==> src/rtl/keychk_pkg.sv <==
package keychk_pkg;

   typedef enum logic [3:0] {
      ST_IDLE,
      ST_WAIT,
      ST_SAMPLE,
      ST_BANK,
      ST_READ,
      ST_WRITE,
      ST_SETTLE_OK,
      ST_POST_OK,
      ST_POST_CNT,
      ST_POST_BAD,
      ST_SETTLE_END,
      ST_DONE
   } seq_state_e;

   // mailbox offsets decoded by the host side
   localparam logic [1:0] MBX_STATUS = 2'd1;
   localparam logic [1:0] MBX_RESULT = 2'd3;

   // status codes
   localparam logic [7:0] CODE_PASS = 8'h18;
   localparam logic [7:0] CODE_FAIL = 8'h19;

endpackage

==> src/rtl/kus_timer.sv <==
module kus_timer #(
   parameter int W = 9
)(
   input  logic         clk,
   input  logic         rst_n,
   input  logic         load,
   input  logic [W-1:0] load_val,
   output logic         expired
);

   logic [W-1:0] cnt_q;

   always_ff @(posedge clk) begin
      if (!rst_n) begin
         cnt_q <= '0;
      end else if (load) begin
         cnt_q <= load_val;
      end else if (cnt_q != '0) begin
         cnt_q <= cnt_q - 1'b1;
      end
   end

   assign expired = (cnt_q == '0);

endmodule

==> src/rtl/kus_key_scan.sv <==
module kus_key_scan #(
   parameter int KEY_LEN = 128,
   localparam int IDX_W = $clog2(KEY_LEN)
)(
   input  logic             clk,
   input  logic             rst_n,
   input  logic             clr,
   input  logic             adv,
   input  logic [7:0]       host_byte,
   input  logic [7:0]       key_byte,
   output logic [IDX_W-1:0] idx,
   output logic             is_last,
   output logic             hit,
   output logic [7:0]       remaining
);

   localparam logic [IDX_W-1:0] LAST_IDX = IDX_W'(KEY_LEN - 1);
   localparam logic [7:0]       TOP_CNT  = 8'(KEY_LEN - 1);

   logic [IDX_W-1:0] idx_q;

   always_ff @(posedge clk) begin
      if (!rst_n) begin
         idx_q <= '0;
      end else if (clr) begin
         idx_q <= '0;
      end else if (adv) begin
         idx_q <= idx_q + 1'b1;
      end
   end

   assign idx       = idx_q;
   assign is_last   = (idx_q == LAST_IDX);
   assign hit       = (host_byte == key_byte);
   assign remaining = TOP_CNT - 8'(idx_q);

   // the index never runs past the end of the key table
   p_idx_bound_r3: assert property (@(posedge clk) disable iff (!rst_n)
      int'(idx_q) < KEY_LEN);

   // advancing never happens on the last entry
   p_no_adv_past_last_r3: assert property (@(posedge clk) disable iff (!rst_n)
      (adv && !clr) |-> !is_last);

endmodule

==> src/rtl/kus_copy_engine.sv <==
module kus_copy_engine #(
   parameter int NUM_BANKS  = 8,
   parameter int BANK_BYTES = 1024,
   parameter int CODE_AW    = 14,
   parameter int CODE_BASE  = 8192,
   localparam int BK_W  = $clog2(NUM_BANKS),
   localparam int OFF_W = $clog2(BANK_BYTES)
)(
   input  logic               clk,
   input  logic               rst_n,
   input  logic               clr,
   input  logic               adv,
   output logic [BK_W-1:0]    bank,
   output logic [OFF_W-1:0]   offs,
   output logic [CODE_AW-1:0] code_addr,
   output logic               last_byte,
   output logic               last_bank
);

   localparam int LIN_W = BK_W + OFF_W;
   localparam logic [CODE_AW-1:0] BASE_V    = CODE_AW'(CODE_BASE);
   localparam logic [BK_W-1:0]    LAST_BANK = BK_W'(NUM_BANKS - 1);
   localparam logic [OFF_W-1:0]   LAST_OFF  = OFF_W'(BANK_BYTES - 1);

   logic [BK_W-1:0]  bank_q;
   logic [OFF_W-1:0] offs_q;
   logic [LIN_W-1:0] lin;

   always_ff @(posedge clk) begin
      if (!rst_n) begin
         bank_q <= '0;
         offs_q <= '0;
      end else if (clr) begin
         bank_q <= '0;
         offs_q <= '0;
      end else if (adv) begin
         if (offs_q == LAST_OFF) begin
            offs_q <= '0;
            if (bank_q != LAST_BANK) begin
               bank_q <= bank_q + 1'b1;
            end
         end else begin
            offs_q <= offs_q + 1'b1;
         end
      end
   end

   // bank-size is a power of two, so concatenation equals k*BANK_BYTES+j
   assign lin = {bank_q, offs_q};

   generate
      if ((CODE_BASE % (1 << LIN_W)) == 0) begin : g_addr_or
         assign code_addr = BASE_V | CODE_AW'(lin);
      end else begin : g_addr_add
         assign code_addr = BASE_V + CODE_AW'(lin);
      end
   endgenerate

   assign bank      = bank_q;
   assign offs      = offs_q;
   assign last_byte = (offs_q == LAST_OFF);
   assign last_bank = (bank_q == LAST_BANK);

   // the bank counter never leaves the configured range
   p_bank_range_r5: assert property (@(posedge clk) disable iff (!rst_n)
      int'(bank_q) < NUM_BANKS);

   // the generated address stays inside the copied region
   p_addr_window_r6: assert property (@(posedge clk) disable iff (!rst_n)
      (int'(code_addr) >= CODE_BASE) &&
      (int'(code_addr) <  CODE_BASE + NUM_BANKS * BANK_BYTES));

endmodule

==> src/rtl/key_unlock_seq.sv <==
module key_unlock_seq
   import keychk_pkg::*;
#(
   parameter int KEY_LEN      = 128,
   parameter int SAMPLE_DELAY = 384,
   parameter int SETTLE_DELAY = 3600,
   parameter int NUM_BANKS    = 8,
   parameter int BANK_BYTES   = 1024,
   parameter int CODE_AW      = 14,
   parameter int CODE_BASE    = 8192,
   localparam int IDX_W = $clog2(KEY_LEN),
   localparam int BK_W  = $clog2(NUM_BANKS),
   localparam int OFF_W = $clog2(BANK_BYTES)
)(
   input  logic               clk,
   input  logic               rst_n,
   input  logic               start,
   output logic               busy,
   output logic               done,
   input  logic [7:0]         host_byte,
   output logic               mbx_we,
   output logic [1:0]         mbx_addr,
   output logic [7:0]         mbx_wdata,
   output logic [IDX_W-1:0]   key_addr,
   input  logic [7:0]         key_data,
   output logic               bank_we,
   output logic [BK_W-1:0]    bank_sel,
   output logic               code_rd_en,
   output logic [CODE_AW-1:0] code_addr,
   input  logic [7:0]         code_rd_data,
   output logic               sram_we,
   output logic [OFF_W-1:0]   sram_addr,
   output logic [7:0]         sram_wdata
);

   localparam int DLY_MAX = (SAMPLE_DELAY > SETTLE_DELAY) ? SAMPLE_DELAY : SETTLE_DELAY;
   localparam int DLY_W   = $clog2(DLY_MAX + 1);
   localparam logic [DLY_W-1:0] SAMPLE_LD = DLY_W'(SAMPLE_DELAY - 1);
   localparam logic [DLY_W-1:0] SETTLE_LD = DLY_W'(SETTLE_DELAY - 1);

   // elaboration-time parameter checks
   generate
      if (KEY_LEN < 2 || KEY_LEN > 256) begin : g_bad_key_len
         $error("KEY_LEN must lie in 2..256");
      end
      if (SAMPLE_DELAY < 1 || SETTLE_DELAY < 1) begin : g_bad_delay
         $error("delays must be at least one cycle");
      end
      if (NUM_BANKS < 2) begin : g_bad_banks
         $error("NUM_BANKS must be at least 2");
      end
      if (BANK_BYTES < 2 || (BANK_BYTES & (BANK_BYTES - 1)) != 0) begin : g_bad_bank_bytes
         $error("BANK_BYTES must be a power of two, at least 2");
      end
      if (CODE_BASE < 0 || CODE_BASE + NUM_BANKS * BANK_BYTES > (1 << CODE_AW)) begin : g_bad_code_map
         $error("code store does not fit in CODE_AW address bits");
      end
   endgenerate

   seq_state_e state_q, state_d;

   logic             tmr_load;
   logic [DLY_W-1:0] tmr_val;
   logic             tmr_zero;
   logic             scan_clr, scan_adv, key_hit, key_last;
   logic [7:0]       key_left;
   logic             eng_clr, eng_adv, byte_last, bank_last;
   logic [OFF_W-1:0] eng_off;
   logic [BK_W-1:0]  eng_bank;

   kus_timer #(.W(DLY_W)) u_timer (
      .clk      (clk),
      .rst_n    (rst_n),
      .load     (tmr_load),
      .load_val (tmr_val),
      .expired  (tmr_zero)
   );

   kus_key_scan #(.KEY_LEN(KEY_LEN)) u_scan (
      .clk       (clk),
      .rst_n     (rst_n),
      .clr       (scan_clr),
      .adv       (scan_adv),
      .host_byte (host_byte),
      .key_byte  (key_data),
      .idx       (key_addr),
      .is_last   (key_last),
      .hit       (key_hit),
      .remaining (key_left)
   );

   kus_copy_engine #(
      .NUM_BANKS  (NUM_BANKS),
      .BANK_BYTES (BANK_BYTES),
      .CODE_AW    (CODE_AW),
      .CODE_BASE  (CODE_BASE)
   ) u_copy (
      .clk       (clk),
      .rst_n     (rst_n),
      .clr       (eng_clr),
      .adv       (eng_adv),
      .bank      (eng_bank),
      .offs      (eng_off),
      .code_addr (code_addr),
      .last_byte (byte_last),
      .last_bank (bank_last)
   );

   always_ff @(posedge clk) begin
      if (!rst_n) begin
         state_q <= ST_IDLE;
      end else begin
         state_q <= state_d;
      end
   end

   always_comb begin
      state_d  = state_q;
      tmr_load = 1'b0;
      tmr_val  = SAMPLE_LD;
      scan_clr = 1'b0;
      scan_adv = 1'b0;
      eng_clr  = 1'b0;
      eng_adv  = 1'b0;
      unique case (state_q)
         ST_IDLE: begin
            if (start) begin
               state_d  = ST_WAIT;
               tmr_load = 1'b1;
               scan_clr = 1'b1;
               eng_clr  = 1'b1;
            end
         end
         ST_WAIT: begin
            if (tmr_zero) state_d = ST_SAMPLE;
         end
         ST_SAMPLE: begin
            if (!key_hit) begin
               state_d = ST_POST_CNT;
            end else if (key_last) begin
               state_d = ST_BANK;
            end else begin
               scan_adv = 1'b1;
               tmr_load = 1'b1;
               state_d  = ST_WAIT;
            end
         end
         ST_BANK: state_d = ST_READ;
         ST_READ: state_d = ST_WRITE;
         ST_WRITE: begin
            eng_adv = 1'b1;
            if (!byte_last) begin
               state_d = ST_READ;
            end else if (!bank_last) begin
               state_d = ST_BANK;
            end else begin
               state_d  = ST_SETTLE_OK;
               tmr_load = 1'b1;
               tmr_val  = SETTLE_LD;
            end
         end
         ST_SETTLE_OK: begin
            if (tmr_zero) state_d = ST_POST_OK;
         end
         ST_POST_OK, ST_POST_BAD: begin
            state_d  = ST_SETTLE_END;
            tmr_load = 1'b1;
            tmr_val  = SETTLE_LD;
         end
         ST_POST_CNT: state_d = ST_POST_BAD;
         ST_SETTLE_END: begin
            if (tmr_zero) state_d = ST_DONE;
         end
         ST_DONE: state_d = ST_IDLE;
         default: state_d = ST_IDLE;
      endcase
   end

   // output decode
   always_comb begin
      mbx_we    = 1'b0;
      mbx_addr  = MBX_STATUS;
      mbx_wdata = 8'h00;
      unique case (state_q)
         ST_POST_OK: begin
            mbx_we    = 1'b1;
            mbx_wdata = CODE_PASS;
         end
         ST_POST_CNT: begin
            mbx_we    = 1'b1;
            mbx_addr  = MBX_RESULT;
            mbx_wdata = key_left;
         end
         ST_POST_BAD: begin
            mbx_we    = 1'b1;
            mbx_wdata = CODE_FAIL;
         end
         default: begin
            mbx_we = 1'b0;
         end
      endcase
   end

   assign busy       = (state_q != ST_IDLE);
   assign done       = (state_q == ST_DONE);
   assign bank_we    = (state_q == ST_BANK);
   assign bank_sel   = eng_bank;
   assign code_rd_en = (state_q == ST_READ);
   assign sram_we    = (state_q == ST_WRITE);
   assign sram_addr  = eng_off;
   assign sram_wdata = code_rd_data;

   // ---------------- assertions ----------------

   // cycles since the last start or sample, saturating
   logic [DLY_W:0] a_gap;
   always_ff @(posedge clk) begin
      if (!rst_n) begin
         a_gap <= '0;
      end else if ((state_q == ST_IDLE && start) || state_q == ST_SAMPLE) begin
         a_gap <= '0;
      end else if (a_gap != '1) begin
         a_gap <= a_gap + 1'b1;
      end
   end

   p_idle_quiet_r1: assert property (@(posedge clk) disable iff (!rst_n)
      !busy |-> !(mbx_we || sram_we || code_rd_en || bank_we || done));

   p_start_ignored_r2: assert property (@(posedge clk) disable iff (!rst_n)
      (busy && !done) |=> busy);

   p_sample_spacing_r3: assert property (@(posedge clk) disable iff (!rst_n)
      (state_q == ST_SAMPLE) |-> (int'(a_gap) == SAMPLE_DELAY));

   p_result_then_fail_r4: assert property (@(posedge clk) disable iff (!rst_n)
      (mbx_we && mbx_addr == MBX_RESULT) |=>
         (mbx_we && mbx_addr == MBX_STATUS && mbx_wdata == CODE_FAIL));

   p_bank_then_read_r5: assert property (@(posedge clk) disable iff (!rst_n)
      bank_we |=> (code_rd_en && $stable(bank_sel)));

   p_read_then_write_r6: assert property (@(posedge clk) disable iff (!rst_n)
      code_rd_en |=> (sram_we && sram_addr == $past(code_addr[OFF_W-1:0])));

   p_write_after_read_r6: assert property (@(posedge clk) disable iff (!rst_n)
      sram_we |-> $past(code_rd_en));

   p_pass_after_settle_r7: assert property (@(posedge clk) disable iff (!rst_n)
      (mbx_we && mbx_wdata == CODE_PASS) |-> $past(state_q == ST_SETTLE_OK && tmr_zero));

   p_done_then_idle_r8: assert property (@(posedge clk) disable iff (!rst_n)
      done |=> !busy);

   p_one_strobe_r9: assert property (@(posedge clk) disable iff (!rst_n)
      $onehot0({mbx_we, sram_we, code_rd_en, bank_we}));

endmodule

==> config.mk <==
export PLATFORM = sky130hd
export DESIGN_NAME = key_unlock_seq
export DESIGN_NICKNAME = d
export VERILOG_FILES = /design/src/rtl/keychk_pkg.sv /design/src/rtl/kus_timer.sv /design/src/rtl/kus_key_scan.sv /design/src/rtl/kus_copy_engine.sv /design/src/rtl/key_unlock_seq.sv
export SDC_FILE = /design/constraint.sdc
export NUM_CORES = 1
export LEC_CHECK = 0
export BUFFER_PORTS_ARGS = -buffer_cell sky130_fd_sc_hd__buf_2
export CAP_MARGIN = 20
export CORE_MARGIN = 2
export CORE_UTILIZATION = 30
export CTS_BUF_LIST = sky130_fd_sc_hd__clkbuf_4
export DETAILED_ROUTE_END_ITERATION = 16
export HOLD_SLACK_MARGIN = 0.15
export PLACE_DENSITY_LB_ADDON = 0.2
export RECOVER_POWER = 50
export SYNTH_ARGS = -nofsm -noshare
export SYNTH_HDL_FRONTEND = slang
export SYNTH_SLANG_ARGS = --single-unit
==> constraint.sdc <==
create_clock -name clk -period 1.92 [get_ports clk]
set_input_delay 0.192 -clock clk [delete_from_list [all_inputs] [get_ports clk]]
set_output_delay 0.192 -clock clk [all_outputs]
set_load 0.005 [all_outputs]
==> impl_metrics.env, run 1 <==
export IMPL_outcome="completed"
export IMPL_clk_pin_slew_worst_paths_ns=0.12
export IMPL_dieArea_mm2=0.00826
export IMPL_end_kind="flop"
export IMPL_tritoncts="done"
export IMPL_cp_max_fo=4
export IMPL_cts_buffer_depth=2
export IMPL_viasPerCell=4.80
export IMPL_whs_endpoint="u_timer.cnt_q[2]"
export IMPL_power_leakage_uw=0.00128
export IMPL_final_area_mm2=0.00289
export IMPL_num_rows=31
export IMPL_drive_gt1_share_pct=30.3
export IMPL_path_cells="or4b_4 > nor3_4 > nand3_1 > or4_1 > a21oi_1"
export IMPL_grt_pass1_vias=2076
export IMPL_syn_to_final_growth_pct=27.4
export IMPL_cts_root_buffer="clkbuf_4"
export IMPL_vias=2216
export IMPL_worstHoldPathCells=2
export IMPL_slowest_delay_ns=0.56
export IMPL_grt_pass1_wl_um=9770
export IMPL_core_mm2=0.00729
export IMPL_max_freq_mhz=527
export IMPL_finalMaxSlewViolations=0
export IMPL_worstReg2RegStart="state_q[2]"
export IMPL_required_ns=2.22
export IMPL_instances_no_fill=462
export IMPL_grt_use_total_pct=14.4
export IMPL_ctsHoldBuffers=0
export IMPL_critPathLaunchType="flop"
export IMPL_hold_start="rst_n"
export IMPL_drtIter0Drc=85
export IMPL_maxCapViolCount=0
export IMPL_arrival_ns=2.20
export IMPL_finalCriticalPeriod_ns=1.90
export IMPL_synthFlopType="dfxtp_1"
export IMPL_ys_seq_elements=36
export IMPL_diodes=0
export IMPL_nNetsFinal=395
export IMPL_synth_edf_count=0
export IMPL_r2r_cells=5
export IMPL_syn_area_per_cell_um2=8.06
export IMPL_drc=0
export IMPL_wirelength_um=5880
export IMPL_yosysUniqueCellTypes=52
export IMPL_cts_sinks=36
export IMPL_wl_per_cell_um=12.7
export IMPL_die_x_um=90.9
export IMPL_placed_area_mm2=0.00278
export IMPL_cts_buffers=5
export IMPL_path_class="reg2reg"
export IMPL_fin_crit_sh_pct=98.8
export IMPL_start_util_pct=31.1
export IMPL_ios=85
export IMPL_reg2reg_to="u_scan.idx[5]"
export IMPL_htreeDepth=2
export IMPL_reg2reg_slack_ns=0.02
export IMPL_grt_ovfl_total=0
export IMPL_clk_latency_ns=0.36
export IMPL_async_flop_share_pct=0
export IMPL_drt_first_pass_iters=4
export IMPL_antenna_found_initial=0
export IMPL_die_h_um=90.9
export IMPL_irDropWorstVdd_v=0.000493
export IMPL_cp_slowest_cell="or4b_4"
export IMPL_skew_ns=0.00978
export IMPL_yosysWarnings=0
export IMPL_netlist_area_mm2=0.00227
export IMPL_dp_cells=451
export IMPL_finalSetupViolations=0
export IMPL_gp_congestion=0.814
export IMPL_io_buffers=65
export IMPL_rsz0062_at_grt="true"
export IMPL_hp_class="in2reg"
export IMPL_grt_max_degree=17
export IMPL_hold_viol=0
export IMPL_ant_nets=0
export IMPL_power_density_mw_per_mm2=1070
export IMPL_syn_inst=281
export IMPL_dp_hpwl_um=4550
export IMPL_whs_ns=0.196
export IMPL_ys_seq_area_share_pct=31.8
## cells by family (layout without fill, tap and decap cells)
| kind of cell | Yosys count | after routing | share of synthesized area (%) |
|---|---|---|---|
| flip-flops | 36 | 36 | 31.8 |
| buffers and inverters | 42 | 123 | 11.3 |
| XOR/XNOR | 27 | 27 | 10.4 |
| other | 2 | 3 | 0.331 |
| multiplexers | 3 | 3 | 1.33 |
| adder cells (fa/ha/maj) | 6 | 6 | 3.31 |
| AO/OA/AOI/OAI | 42 | 42 | 12.6 |
| AND/OR/NAND/NOR | 123 | 123 | 28.9 |
## registers in the layout, indices dropped and copies added (netlist names)
| name | flops |
|---|---|
| u_copy.offs | 10 |
| state_q | 4 |
| u_scan.idx | 7 |
| u_copy.bank | 3 |
| u_timer.cnt_q | 12 |
## power breakdown
group / internal (uW) / switching (uW)
Sequential: 882 / 125
Clock: 271 / 287
Combinational: 712 / 808
## metrics by stage
step                      util [%]  setup TNS (ns)  power (uW)  setup WS [ns]
after floorplan                  -               0        1960         0.0247
after global placement        38.1               0        2460         0.0731
after detailed placement      38.1               0        2460         0.0586
after CTS                     39.4               0        3050       0.000396
after global routing          39.6         -0.0564        3340        -0.0273
final                         39.6               0        3090         0.0224
## cell usage after synthesis (2+ instances only)
cell | instances | area, um^2
conb_1 | 2 | 7.51
inv_1 | 10 | 37.5
xnor2_1 | 6 | 52.6
nand3_1 | 9 | 45.0
o21ai_0 | 9 | 45.0
nand2b_1 | 3 | 18.8
nand3b_1 | 3 | 22.5
a21oi_1 | 6 | 30.0
nand2_1 | 25 | 93.8
nor3_1 | 10 | 50.1
mux2i_1 | 3 | 30.0
a31oi_1 | 2 | 12.5
nor3b_1 | 2 | 15.0
dfxtp_1 | 36 | 721
and3_1 | 5 | 31.3
or4_1 | 4 | 30.0
o21a_1 | 8 | 60.1
clkbuf_1 | 6 | 22.5
xor2_1 | 21 | 184
buf_4 | 24 | 180
nand4_1 | 6 | 37.5
ha_1 | 6 | 75.1
o31ai_1 | 6 | 45.0
nor2b_1 | 2 | 12.5
nor2_1 | 33 | 124
nor4_1 | 8 | 50.1
## routing by layer
metal  vias up  wire length (um)  GRT usage (%)
li1       1119                 -              -
met1      1029              2680           17.7
met2        61              2750           24.6
met3         7               384           3.17
met4         0                70           5.43
met5         -                 0              0
## cell type report
type	count	area, um^2
Inverter	10	37.5
Clock inverter	3	42.5
Multi-Input combinational cell	204	1350
Tap cell	99	124
Fill cell	782	4400
Sequential cell	36	722
Clock buffer	5	37.5
Timing Repair Buffer	105	574
## placed cells by master (no fill, tap or decap), types with 4 or more instances in the layout
master / instances
nor3_1: 10
o21ai_0: 8
dfxtp_1: 35
o31ai_1: 6
ha_1: 6
nand2_1: 25
o21a_1: 8
nor2_1: 31
xnor2_1: 6
xor2_1: 21
clkbuf_1: 19
and3_1: 5
nor4_1: 7
or4_1: 4
a21oi_1: 5
inv_1: 10
nand4_1: 6
nand3_1: 9
buf_4: 29
buf_2: 54
clkbuf_4: 5
## worst max-delay path: cells and delay by family, from the launching register on
kind | cells | cell delay (ns)
simple gates | 4 | 1.33
flops | 1 | 0.36
compound gates | 1 | 0.15
## timing repair
| action | in CTS | in global routing |
|---|---|---|
| setup buffers | 1 | 2 |
| endpoints found under the setup margin | 7 | 23 |
| pin swaps | 1 | 0 |
| resized for setup | 1 | 13 |
## worst max-delay path by stage
stage	start	to	cells after the start
after floorplan	state_q[0]	u_scan.idx[2]	6
after global placement	state_q[2]	u_scan.idx[2]	5
after detailed placement	state_q[2]	u_scan.idx[5]	5
after CTS	state_q[1]	mbx_wdata[4]	6
after global routing	state_q[2]	u_scan.idx[5]	5
final	state_q[2]	u_scan.idx[5]	5
Power figures use the tool's default switching activity.
==> inputs of run 2 (changes only) <==
- PLACE_DENSITY: not set -> 0.57
- PLACE_DENSITY_LB_ADDON: 0.2 -> not set
==> impl_metrics.env, run 2 (same netlist as run 1, synthesis figures left out) <==
export IMPL_outcome="completed"
export IMPL_layout_commonest_cell="buf_2"
export IMPL_clk_pin_slew_worst_paths_ns=0.12
export IMPL_irDropWorstVdd_v=0.000368
export IMPL_grt_pass1_wl_um=9490
export IMPL_core_mm2=0.00729
export IMPL_wl_per_cell_um=12.3
export IMPL_nNetsFinal=391
export IMPL_num_fill_cells=806
export IMPL_die_x_um=90.9
export IMPL_grt_max_degree=17
export IMPL_finalSetupViolations=0
export IMPL_required_ns=2.20
export IMPL_path_cells="or4b_4 > nor3_4 > nand3_1 > or4_1 > a21oi_1"
export IMPL_ios=85
export IMPL_num_rows=31
export IMPL_antenna_found_initial=0
export IMPL_grt_use_total_pct=14.0
export IMPL_drc=0
export IMPL_hold_viol=0
export IMPL_rsz0062_at_grt="true"
export IMPL_viasPerCell=4.75
export IMPL_drtIter0Drc=83
export IMPL_drive_gt1_share_pct=29.0
export IMPL_dp_hpwl_um=4410
export IMPL_hp_class="in2reg"
export IMPL_tritoncts="done"
export IMPL_top_register="u_timer.cnt_q"
export IMPL_cts_sinks=36
export IMPL_arrival_ns=2.17
export IMPL_power_leakage_uw=0.00126
export IMPL_htreeDepth=2
export IMPL_diodes=0
export IMPL_start_util_pct=31.1
export IMPL_die_h_um=90.9
export IMPL_finalMaxSlewViolations=0
export IMPL_cp_max_fo=5
export IMPL_vias=2174
export IMPL_drt_first_pass_iters=4
export IMPL_dp_cells=446
export IMPL_end_kind="flop"
export IMPL_skew_ns=0.0101
export IMPL_io_buffers=65
export IMPL_fin_crit_sh_pct=98.3
export IMPL_wirelength_um=5640
export IMPL_ant_nets=0
export IMPL_critPathLaunchType="flop"
export IMPL_dp_slack_ns=0.0447
export IMPL_grt_pass1_vias=2022
export IMPL_slowest_delay_ns=0.56
export IMPL_clk_latency_ns=0.34
export IMPL_cts_root_buffer="clkbuf_4"
export IMPL_fin_ws_ns=0.0333
export IMPL_syn_to_final_growth_pct=24.8
export IMPL_cts_buffers=5
export IMPL_path_class="reg2reg"
export IMPL_gp_congestion=0.858
export IMPL_instances_no_fill=458
export IMPL_cp_slowest_cell="or4b_4"
export IMPL_grt_ovfl_total=0
export IMPL_maxCapViolCount=0
export IMPL_dieArea_mm2=0.00826
export IMPL_mostFrequentLayoutCells="buf_2, dfxtp_1, nor2_1, nand2_1, buf_4"
export IMPL_power_density_mw_per_mm2=1040
export IMPL_max_freq_mhz=530
export IMPL_cts_buffer_depth=2
export IMPL_largest_reg_flops=12
export IMPL_finalCriticalPeriod_ns=1.89
[run 2: cell types whose count changed in the layout (fill, tap and decap cells not counted), sizes merged]
cell | previous run | this run
bufinv | 1 | 0
buf | 83 | 80
[run 2: worst max-delay path: cells and delay by family, from the launching register on]
family | cells | cell delay (ns)
AND/OR/NAND/NOR | 4 | 1.35
AO/OA/AOI/OAI | 1 | 0.15
flip-flops | 1 | 0.36
[run 2: per-stage QoR]
step | instance area (um^2) | hold WS, ns | setup TNS (ns) | util, % | total power [uW]
detailed placement | 2740 | 0.384 | 0 | 37.6 | 2440
CTS | 2800 | 0.201 | 0 | 38.5 | 2880
finish | 2830 | 0.211 | 0 | 38.8 | 2950
global route | 2830 | 0.192 | -0.0439 | 38.8 | 3220
floorplan | 2270 | 0.338 | 0 | - | 1960
global placement | 2740 | 0.384 | 0 | 37.6 | 2430
[run 2: metal layers]
layer | global-route usage, % | vias up | part of all wire [%]
met2 | 23.2 | 62 | 47
met4 | 4.55 | 0 | 1.0
met3 | 3.67 | 6 | 5.6
li1 | - | 1114 | -
met5 | 0 | - | 0
met1 | 17.8 | 992 | 47
[run 2: area by class of cell]
cell class / instances / area (um^2) / area share (%)
clock buffers: 6 / 45.0 / 1.59
clock inverters: 2 / 11.3 / 0.398
inverters: 10 / 37.5 / 1.33
multi-input cells: 204 / 1340 / 47.5
flip-flops and latches: 36 / 722 / 25.5
well taps: 99 / 124 / 4.38
repair buffers: 101 / 546 / 19.3
[run 2: report_power, final]
| group | switching, uW | internal, uW |
|---|---|---|
| clock network | 262 | 154 |
| registers | 141 | 882 |
| logic | 792 | 721 |
| total | 1190 | 1760 |
[run 2: timing repair]
action                     4_1_cts  5_1_grt
pin swaps                        1        3
gates resized for setup          1       12
setup buffers                    1        3
gates cloned                     0        0
hold buffers                     0        0
setup endpoints to repair        2       17
[run 2: path summary, 6_finish.rpt]
kind                  start                to  slack, ns  cells after the start
min reg2reg  u_copy.bank[1]    u_copy.bank[1]       0.49                      2
max              state_q[2]     u_scan.idx[5]       0.03                      5
min                   rst_n  u_timer.cnt_q[2]       0.21                      2
max reg2reg      state_q[2]     u_scan.idx[5]       0.03                      5
==> inputs of run 3 (changes only) <==
- HOLD_SLACK_MARGIN: 0.15 -> 0.02
- PLACE_DENSITY: 0.57 -> 0.55
- SKIP_CTS_REPAIR_TIMING: not set -> 1
- clock period: 1.92 -> 2 ns (I/O delays scaled with it)
==> impl_metrics.env, run 3 (same netlist as run 1, synthesis figures left out) <==
export IMPL_finalCriticalPeriod_ns=1.93
export IMPL_core_mm2=0.00729
export IMPL_htreeDepth=2
export IMPL_final_core_util_pct=38.6
export IMPL_diodes=0
export IMPL_grt_max_degree=17
export IMPL_outcome="completed"
export IMPL_multi_input_area_mm2=0.00135
export IMPL_grt_pass1_wl_um=9270
export IMPL_grt_pass1_vias=1967
export IMPL_clk_pin_slew_worst_paths_ns=0.11
export IMPL_cts_root_buffer="clkbuf_4"
export IMPL_num_fill_cells=798
export IMPL_cts_sinks=36
export IMPL_vias=2144
export IMPL_path_class="reg2reg"
export IMPL_grt_use_total_pct=13.7
export IMPL_slew_headroom_pct=66.3
export IMPL_max_freq_mhz=518
export IMPL_hold_viol=0
export IMPL_layout_commonest_cell="buf_2"
export IMPL_hp_class="in2reg"
export IMPL_mostFrequentLayoutCells="buf_2, dfxtp_1, nor2_1, nand2_1, xor2_1"
export IMPL_worst_pin_slew_ns=0.499
export IMPL_clk_latency_ns=0.34
export IMPL_grt_ovfl_total=0
export IMPL_top_register="u_timer.cnt_q"
export IMPL_reg2reg_slack_ns=0.07
export IMPL_power_density_mw_per_mm2=1030
export IMPL_viasPerCell=4.74
export IMPL_die_x_um=90.9
export IMPL_ios=85
export IMPL_drc=0
export IMPL_cts_buffers=5
export IMPL_io_buffers=65
export IMPL_rsz0062_at_grt="false"
export IMPL_tritoncts="done"
export IMPL_end_kind="flop"
export IMPL_arrival_ns=2.21
export IMPL_maxCapViolCount=0
export IMPL_gp_congestion=0.793
export IMPL_finalSetupViolations=0
export IMPL_seq_area_um2=723
export IMPL_finalMaxSlewViolations=0
export IMPL_fin_tns_setup_ns=0
export IMPL_drt_first_pass_iters=4
export IMPL_cp_max_fo=5
export IMPL_start_util_pct=31.1
export IMPL_antenna_found_initial=0
export IMPL_wl_per_cell_um=12.5
export IMPL_syn_to_final_growth_pct=24.1
export IMPL_required_ns=2.28
export IMPL_fin_crit_sh_pct=96.4
export IMPL_drive_gt1_share_pct=27.8
export IMPL_wirelength_um=5650
export IMPL_cts_buffer_depth=2
export IMPL_dp_hpwl_um=4420
export IMPL_irDropWorstVdd_v=0.000354
export IMPL_nNetsFinal=385
export IMPL_num_rows=31
export IMPL_drtIter0Drc=53
export IMPL_critPathLaunchType="flop"
export IMPL_ant_nets=0
export IMPL_die_h_um=90.9
export IMPL_power_leakage_uw=0.00123
export IMPL_dieArea_mm2=0.00826
export IMPL_largest_reg_flops=12
export IMPL_skew_ns=0.00909
-- run 3: layout make-up --
cell class,instances,share of cell area (%)
Clock inverter,3,1.34
Inverter,10,1.34
Tap cell,99,4.41
Multi-Input combinational cell,204,48.0
Clock buffer,5,1.34
Sequential cell,36,25.7
Timing Repair Buffer,95,17.8
-- run 3: power by group --
| group | switching (uW) | total, uW | internal (uW) |
|---|---|---|---|
| Clock | 251 | 506 | 255 |
| Sequential | 147 | 996 | 849 |
| Combinational | 722 | 1380 | 659 |
-- run 3: worst max-delay path: stages (launching register included) --
cell and delay [ns]:
dfxtp_2 0.37, or4b_4 0.58, nor3_4 0.15, nand3_1 0.14, or4_1 0.50, a21oi_1 0.14
-- run 3: through the flow --
step	setup WS (ns)	area (um^2)	total power (uW)	cells	hold slack (ns)
after floorplan	0.105	2270	1880	282	0.346
after global placement	0.137	2720	2320	443	0.400
after detailed placement	0.0597	2720	2330	443	0.400
after CTS	-0.0219	2790	2840	451	0.212
after global routing	0.000621	2810	3140	452	0.209
final	0.0713	2810	2880	452	0.226
-- run 3: routing by layer --
layer / wire [um] / GRT usage [%]
met2: 2670 / 22.8
met5: 0 / 0
met1: 2600 / 17.0
met4: 71 / 4.80
met3: 313 / 3.67
-- run 3: worst paths after layout --
| kind | from | to | depth (start not counted) |
|---|---|---|---|
| worst max-delay path | state_q[2] | u_scan.idx[5] | 5 |
| worst min-delay path | rst_n | state_q[2] | 2 |
| worst max register to register | state_q[2] | u_scan.idx[5] | 5 |
| worst min register to register | u_copy.bank[1] | u_copy.bank[1] | 2 |
